$ cat config.mk
export PLATFORM = sky130hd
export DESIGN_NAME = wfs_status_seq
export DESIGN_NICKNAME = d
export VERILOG_FILES = /design/src/rtl/wfs_pkg.sv /design/src/rtl/wfs_tick_ctr.sv /design/src/rtl/wfs_flag_chan.sv /design/src/rtl/wfs_status_seq.sv
export SDC_FILE = /design/constraint.sdc
export NUM_CORES = 1
export LEC_CHECK = 0
export ABC_CLOCK_PERIOD_IN_PS = 12870
export BUFFER_PORTS_ARGS = -buffer_cell sky130_fd_sc_hd__buf_2
export CORE_MARGIN = 8
export CORE_UTILIZATION = 35
export DETAILED_ROUTE_END_ITERATION = 8
export PLACE_DENSITY = 0.46
export SYNTH_ARGS = -nofsm -noshare
export SYNTH_HDL_FRONTEND = slang
export SYNTH_HIERARCHICAL = 1
export SYNTH_SLANG_ARGS = --single-unit
$ cat constraint.sdc
create_clock -name clk -period 12.87 [get_ports clk]
set_input_delay 0.6435 -clock clk [delete_from_list [all_inputs] [get_ports clk]]
set_output_delay 0.6435 -clock clk [all_outputs]
set_load 0.01 [all_outputs]
$ cat src/rtl/wfs_pkg.sv
package wfs_pkg;

  localparam int unsigned TICK_W = 32;

  typedef logic [TICK_W-1:0] tick_t;

  // Value of a deadline that is not armed.
  localparam tick_t TICK_IDLE = '1;

  // Wrap-safe "deadline reached": the distance from deadline to now,
  // taken as a signed number, is not negative.
  function automatic logic tick_reached(input tick_t now, input tick_t dl);
    tick_t diff;
    diff = now - dl;
    return (dl != TICK_IDLE) && !diff[TICK_W-1];
  endfunction

  // Deadline offset by a number of ticks (modulo the counter width).
  function automatic tick_t tick_after(input tick_t base, input int unsigned n);
    return base + tick_t'(n);
  endfunction

endpackage

$ cat src/rtl/wfs_tick_ctr.sv
module wfs_tick_ctr
  import wfs_pkg::*;
(
  input  logic  clk,
  input  logic  rst_n,
  output tick_t now
);

  always_ff @(posedge clk or negedge rst_n) begin
    if (!rst_n) now <= '0;
    else        now <= now + tick_t'(1);
  end

endmodule

$ cat src/rtl/wfs_flag_chan.sv
// One status flag with an optional delayed rise and an extendable fall.
// RISE_DLY == 0 selects the variant that rises in the cycle after a write.
module wfs_flag_chan
  import wfs_pkg::*;
#(
  parameter int unsigned RISE_DLY = 60,
  parameter int unsigned HOLD     = 160
) (
  input  logic  clk,
  input  logic  rst_n,
  input  tick_t now,
  input  logic  wr,
  output logic  flag_view,
  output logic  rise_due,
  output logic  fall_due
);

  tick_t fall_dl;
  logic  flag_q;
  logic  rise_pend;
  tick_t rise_eff;
  logic  fall_pend;
  logic  imm_set;

  generate
    if (RISE_DLY == 0) begin : g_immediate
      assign rise_due  = 1'b0;
      assign rise_pend = 1'b0;
      assign rise_eff  = now;
      assign imm_set   = wr;
    end else begin : g_delayed
      tick_t rise_dl;
      tick_t rise_nxt;

      assign rise_due  = tick_reached(now, rise_dl);
      assign rise_pend = (rise_dl != TICK_IDLE) && !rise_due;
      assign rise_eff  = rise_pend ? rise_dl : tick_after(now, RISE_DLY);
      assign imm_set   = 1'b0;

      always_comb begin
        if (wr && !rise_pend) rise_nxt = tick_after(now, RISE_DLY);
        else if (rise_due)    rise_nxt = TICK_IDLE;
        else                  rise_nxt = rise_dl;
      end

      always_ff @(posedge clk or negedge rst_n) begin
        if (!rst_n) rise_dl <= TICK_IDLE;
        else        rise_dl <= rise_nxt;
      end
    end
  endgenerate

  assign fall_due  = tick_reached(now, fall_dl);
  assign fall_pend = (fall_dl != TICK_IDLE) && !fall_due;

  // Current-cycle view: rise first, fall wins.
  assign flag_view = (flag_q | rise_due) & ~fall_due;

  tick_t fall_nxt;
  always_comb begin
    if (wr) begin
      if (fall_pend) fall_nxt = tick_after(fall_dl, HOLD);
      else           fall_nxt = tick_after(rise_eff, HOLD);
    end else if (fall_due) begin
      fall_nxt = TICK_IDLE;
    end else begin
      fall_nxt = fall_dl;
    end
  end

  always_ff @(posedge clk or negedge rst_n) begin
    if (!rst_n) begin
      fall_dl <= TICK_IDLE;
      flag_q  <= 1'b0;
    end else begin
      fall_dl <= fall_nxt;
      flag_q  <= flag_view | imm_set;
    end
  end

endmodule

$ cat src/rtl/wfs_status_seq.sv
module wfs_status_seq
  import wfs_pkg::*;
#(
  parameter int unsigned DATA_W   = 32,
  parameter int unsigned ENT_POS  = 5,
  parameter int unsigned ENT_HOLD = 60,
  parameter int unsigned MID_POS  = 4,
  parameter int unsigned MID_DLY  = 60,
  parameter int unsigned MID_HOLD = 160,
  parameter int unsigned EXT_POS  = 0,
  parameter int unsigned EXT_DLY  = 120,
  parameter int unsigned EXT_HOLD = 420
) (
  input  logic              clk,
  input  logic              rst_n,
  input  logic              wr_stb,
  input  logic              rd_req,
  output logic [DATA_W-1:0] rd_data
);

  localparam int unsigned NCH = 3;
  localparam int unsigned CH_POS  [NCH] = '{ENT_POS, MID_POS, EXT_POS};
  localparam int unsigned CH_DLY  [NCH] = '{0, MID_DLY, EXT_DLY};
  localparam int unsigned CH_HOLD [NCH] = '{ENT_HOLD, MID_HOLD, EXT_HOLD};

  tick_t          now;
  logic [NCH-1:0] flag_view;
  logic [NCH-1:0] set_evt;
  logic [NCH-1:0] clr_evt;

  wfs_tick_ctr u_ctr (
    .clk   (clk),
    .rst_n (rst_n),
    .now   (now)
  );

  for (genvar i = 0; i < NCH; i++) begin : g_ch
    wfs_flag_chan #(
      .RISE_DLY (CH_DLY[i]),
      .HOLD     (CH_HOLD[i])
    ) u_chan (
      .clk       (clk),
      .rst_n     (rst_n),
      .now       (now),
      .wr        (wr_stb),
      .flag_view (flag_view[i]),
      .rise_due  (set_evt[i]),
      .fall_due  (clr_evt[i])
    );
  end

  logic [DATA_W-1:0] word;
  always_comb begin
    word = '0;
    for (int i = 0; i < NCH; i++) word[CH_POS[i]] = flag_view[i];
  end

  assign rd_data = rd_req ? word : '0;

endmodule

== After elaboration in Yosys (flattened, before gate mapping) ==
Index checks and enable logic that the tools add are counted.
Widths: inputs -> output; s select.
Cells by class
  bitwise logic cells: 9
  muxes and demuxes: 16
  equality and inequality tests: 5
  add/subtract/negate cells: 13
  reduce and logical (&&, ||, !) cells: 29
Operators with widths (count)
  $mux 32: 15
  $ne 32x32->1 const B: 5
  $sub 32x32->32: 5
  $add 32x6->32 const B: 2
  $add 32x8->32 const B: 2
  $add 32x9->32 const B: 2
  $add 32x1->32 const B: 1
  $add 32x7->32 const B: 1
  $logic_and 1x1->1: 12
  $logic_not 1->1: 12
  $reduce_bool 2->1: 5
  $mux 6: 1
  $and 1x1->1: 3
  $not 1->1: 3
  $or 1x1->1: 3
Storage, ports and cells
  output and inout port bits: 32
  register bits after elaboration: 195
  logic and storage cells: 81
  bits of input ports: 4

== Logic depth before layout (Yosys ltp) ==
  depth in word-level cells: 9
  depth in mapped cells: 26
  depth with buffers taken out: 20

== By module ==
The synthesis kept the hierarchy.
By module, submodules not included
  wfs_flag_chan at g_ch[2].u_chan: times used 1, area each 6526.3 um^2, cells each 830, seq. area each 1706.6 um^2
  wfs_flag_chan at g_ch[1].u_chan: times used 1, area each 6338.6 um^2, cells each 801, seq. area each 1706.6 um^2
  wfs_flag_chan at g_ch[0].u_chan: times used 1, area each 3703.6 um^2, cells each 468, seq. area each 865.8 um^2
  wfs_tick_ctr: times used 1, area each 1478.9 um^2, cells each 127, seq. area each 800.8 um^2
  wfs_status_seq: times used 1, area each 240.2 um^2, cells each 33, seq. area each 0.0 um^2

== Least setup slack after synthesis ==
Ideal clock, no wire load.
  kind: flip-flop to flip-flop
  start: register u_ctr.now[5]
  end: register g_ch[2].u_chan.fall_dl[18]
  required time: 12788 ps
  setup time: 82 ps
  stages on the path, launching flop included: 23
  slack: 7399 ps
  path buffers: 6
  arrival: 5389 ps
  period minus slack after synthesis: 5471 ps
  path through: dfrtp_1 ha_1 a21o_1 a221o_1 a31oi_1 o41ai_1 a21oi_1 mux2_2 buf_2 buf_1 clkbuf_1 buf_2 buf_1 a21oi_1 ha_1 and2_1 o21ai_0 o211ai_1 a21oi_1 clkbuf_1 nor2_1 xor2_1 a22oi_1
Between the ends
  cells in the longest elaborated chain, start to end: 9
  elaborated cells between the ends (all ways): 16
  classes of those cells: 4 x add/sub; 3 x mux; 9 x reduce/logical
Ends and longest elaborated chain
  start: declaration: line wfs_tick_ctr.sv:6  | output tick_t now
  start signal: assignment: line wfs_tick_ctr.sv:11  | else now <= now + tick_t'(1);
  $sub 32x32->32: line wfs_pkg.sv:14  | diff = now - dl;
  $logic_not 1->1: line wfs_pkg.sv:15  | return (dl != TICK_IDLE) && !diff[TICK_W-1];
  $logic_and 1x1->1: line wfs_pkg.sv:15
  $logic_not 1->1: line wfs_flag_chan.sv:36  | assign rise_pend = (rise_dl != TICK_IDLE) && !rise_due;
  $logic_and 1x1->1: line wfs_flag_chan.sv:36
  $mux 32: line wfs_flag_chan.sv:37  | assign rise_eff = rise_pend ? rise_dl : tick_after(now, RISE_DLY);
  $add 32x9->32: line wfs_pkg.sv:20  | return base + tick_t'(n);
  $mux 32: line wfs_flag_chan.sv:62  | if (fall_pend) fall_nxt = tick_after(fall_dl, HOLD);
  $mux 32: line wfs_flag_chan.sv:61  | if (wr) begin
  end signal: assignment: line wfs_flag_chan.sv:76  | fall_dl <= fall_nxt;
  end: declaration: line wfs_flag_chan.sv:18  | tick_t fall_dl;
Several ways; a longest one is shown, not always the timed one.
A chain may end at the register's enable or synchronous reset.

== Final worst setup path ==
  start: register u_ctr.now[29]
  end: register g_ch[0].u_chan.fall_dl[28]
Between the ends
  cells in the longest elaborated chain, start to end: 7
  elaborated cells between the ends (all ways): 8
  classes of those cells: 1 x add/sub; 2 x mux; 5 x reduce/logical
Ends and longest elaborated chain
  $sub 32x32->32 *: line wfs_pkg.sv:14
  $logic_not 1->1 *: line wfs_pkg.sv:15
  $logic_and 1x1->1 *: line wfs_pkg.sv:15
  $logic_not 1->1: line wfs_flag_chan.sv:54  | assign fall_pend = (fall_dl != TICK_IDLE) && !fall_due;
  $logic_and 1x1->1: line wfs_flag_chan.sv:54
  $mux 32: line wfs_flag_chan.sv:62
  $mux 32: line wfs_flag_chan.sv:61
  end signal: assignment: line wfs_flag_chan.sv:76
  end: declaration: line wfs_flag_chan.sv:18
Every way passes the cells marked *; elsewhere a longest branch is shown, timed or not.

==> reports/qor.csv <==
stage;metric;value;unit
finish;diode count;0;
global_routing;Total GRT Usage;22.5;%
sta;Tightest Pin Transition;1.18;ns
sta;setup_tns;0;ns
worst_setup_path;Worst setup EP type;flip-flop;
worst_setup_path;R2R setup slack;7.13;ns
global_routing;vias in the first global route;16700;
worst_setup_path;Worst Path Max Fanout;13;
worst_setup_path;crit path from;u_ctr/now[29];
clocking;clock transition at the registers of the reported paths;0.08;ns
detailed_routing;via/cell ratio;5.93;
worst_setup_path;CP required;13.29;ns
floorplanning;# IOs;36;
finish;final cell count without fillers;2933;
worst_setup_path;Arr. time, crit path;6.15;ns
power_and_ir_drop;PwrDens;189;nW/um^2
synth;Post-Syn Instances;2257;
placement;post-placement cell count;2901;
power_and_ir_drop;LEAKAGE;0.00856;uW
worst_setup_path;Setup crit start kind;flip-flop;
finish;FF/Latch Area;5080;sq um
floorplanning;full die area;59800;sq um
sta;crit share post-route;44.6;%
finish;Post-Route Utilization;38.2;%
sta;Final setup viols;0;
finish;Fill cells;5388;
clocking;Clk Latency, worst-skew pair;0.51;ns
hold_path;worst hold path class;in2async;
finish;Area Growth Syn to Fin;7.74;%
worst_setup_path;r2r startpoint;u_ctr/now[29];
worst_setup_path;R2R depth;17;
sta;Hold Fails Final Rpt;0;
synth;area of the mapped netlist;18300;sq um
sta;post-route minimum period;5.74;ns
detailed_routing;router iterations before antenna repair;6;
finish;Design Area, Final;19700;sq um
detailed_routing;Initial DRC Count;1666;
power_and_ir_drop;Max VDD drop;109;uV
sta;clock skew;0.0130;ns
detailed_routing;DRC;0;
sta;RSZ-0062 raised after global routing;no;
placement;port bufs;6;
run_status;status;finished clean;
global_routing;initial antenna violation count;1;
clocking;CTS-repair resized insts;0;
placement;DP Wirelength;49.6;mm
clocking;Clock Tree Root;clkbuf_16;
flow_run;max cap viols;0;
clocking;CTS Buf Count;17;
global_routing;largest net degree at the start of global routing;77;
clocking;Setup Fix Bufs, Post-CTS;0;
floorplanning;Initial Util;35.5;%
clocking;CTS tree;done;
synth;syn_area_per_cell;8.10;sq um
placement;RePlAce Congestion;0.892;
finish;share of cells above drive strength 1;14.6;%
detailed_routing;Routed WL per cell;23.3;microns
worst_setup_path;FF-to-FF End;g_ch[0].u_chan/fall_dl[28];
global_routing;grt total ovfl;0;
worst_setup_path;Crit Path Class;reg2reg;
clocking;clk sinks;195;
floorplanning;Rows;83;
clocking;clock buffer depth;2;
detailed_routing;final wirelength;68.2;mm
finish;# nets final;2400;
floorplanning;height of the die;245;microns
clocking;hold buffer count at CTS;0;
global_routing;first-pass GRT wire length;105;mm
finish;area occupied by multi-input gates;12000;sq um
detailed_routing;vias after detailed routing;17400;
synth;yosys warns;6;
floorplanning;Die Wd;245;microns
sta;Slew Limit Headroom;21.4;%
sta;max-slew violation count;0;
clocking;H-tree Lvls;4;
detailed_routing;Post-DRT Antenna Nets;0;
sta;fmax;174;MHz
placement;Post-DP Area;19100;sq um
floorplanning;core area;51500;sq um
[layout by cell type, fill, tap and decap left out, types with 51 or more instances in the layout]
master / count
inv_1: 181
ha_1: 156
xnor2_1: 97
dfstp_2: 160
o21ai_0: 79
nand2_1: 178
nor2_1: 184
nand4_1: 71
nand3_1: 102
xor2_1: 75
a21oi_1: 226
buf_4: 51
nor3_1: 73
[final cells by class]
class / count / share of cell area [%]
Multi-Input combinational cell: 1787 / 61.2
Sequential cell: 195 / 25.8
Clock inverter: 12 / 0.724
Inverter: 183 / 3.49
Timing Repair Buffer: 56 / 2.12
Clock buffer: 20 / 2.38
Tap cell: 680 / 4.32
[flip-flops by register name (all words and copies together), names as in the netlist]
signal and count:
u_ctr/now 32, g_ch.u_chan/g_delayed.rise_dl 64, g_ch.u_chan/flag_q 3, g_ch.u_chan/fall_dl 96
[power breakdown]
part           leakage, uW  switching, uW  internal [uW]  total [uW]
logic              0.00611           1200            660        1860
registers          0.00216            267            996        1260
clock network     0.000291            287            306         593
[worst max-delay path by stage]
| stage | endpoint | cells after the start |
|---|---|---|
| floorplan | g_ch[2].u_chan/fall_dl[18] | 22 |
| global placement | g_ch[0].u_chan/fall_dl[28] | 17 |
| detailed placement | g_ch[1].u_chan/fall_dl[31] | 16 |
| CTS | g_ch[1].u_chan/fall_dl[31] | 16 |
| global route | g_ch[1].u_chan/fall_dl[31] | 16 |
| finish | g_ch[0].u_chan/fall_dl[28] | 17 |
[critical path: stages, from the launching register on]
cell and delay [ns]:
dfrtp_1 0.84, ha_1 0.39, nand4_1 0.25, nor3_1 0.11, a211oi_1 0.42, o22ai_1 0.18, a31oi_2 0.41, nand3_2 0.28
mux2i_1 0.23, ha_1 0.31, a2111oi_2 0.52, nand2_1 0.11, or2_2 0.36, nor3_1 0.48, nand2_1 0.13, mux2i_1 0.26
a211oi_1 0.11, a211oi_1 0.25
[through the flow]
step                      worst slack, ns  total power, uW  hold WS (ns)
after floorplan                      7.40             2500         0.348
after global placement               7.26             3090         0.499
after detailed placement             7.19             3110         0.501
after CTS                            7.18             3720         0.190
after global routing                 6.65             3990         0.238
final                                7.13             3720         0.196
[routing by layer]
metal  up-vias  share of wire [%]  global-route usage (%)
met1      8615                 47                    30.7
met4         0                2.6                    8.13
met3       101                4.6                    2.80
met2       538                 46                    36.4
li1       8148                  -                       -
met5         -                  0                       0
Note: power is estimated with default switching activity, not from simulation.
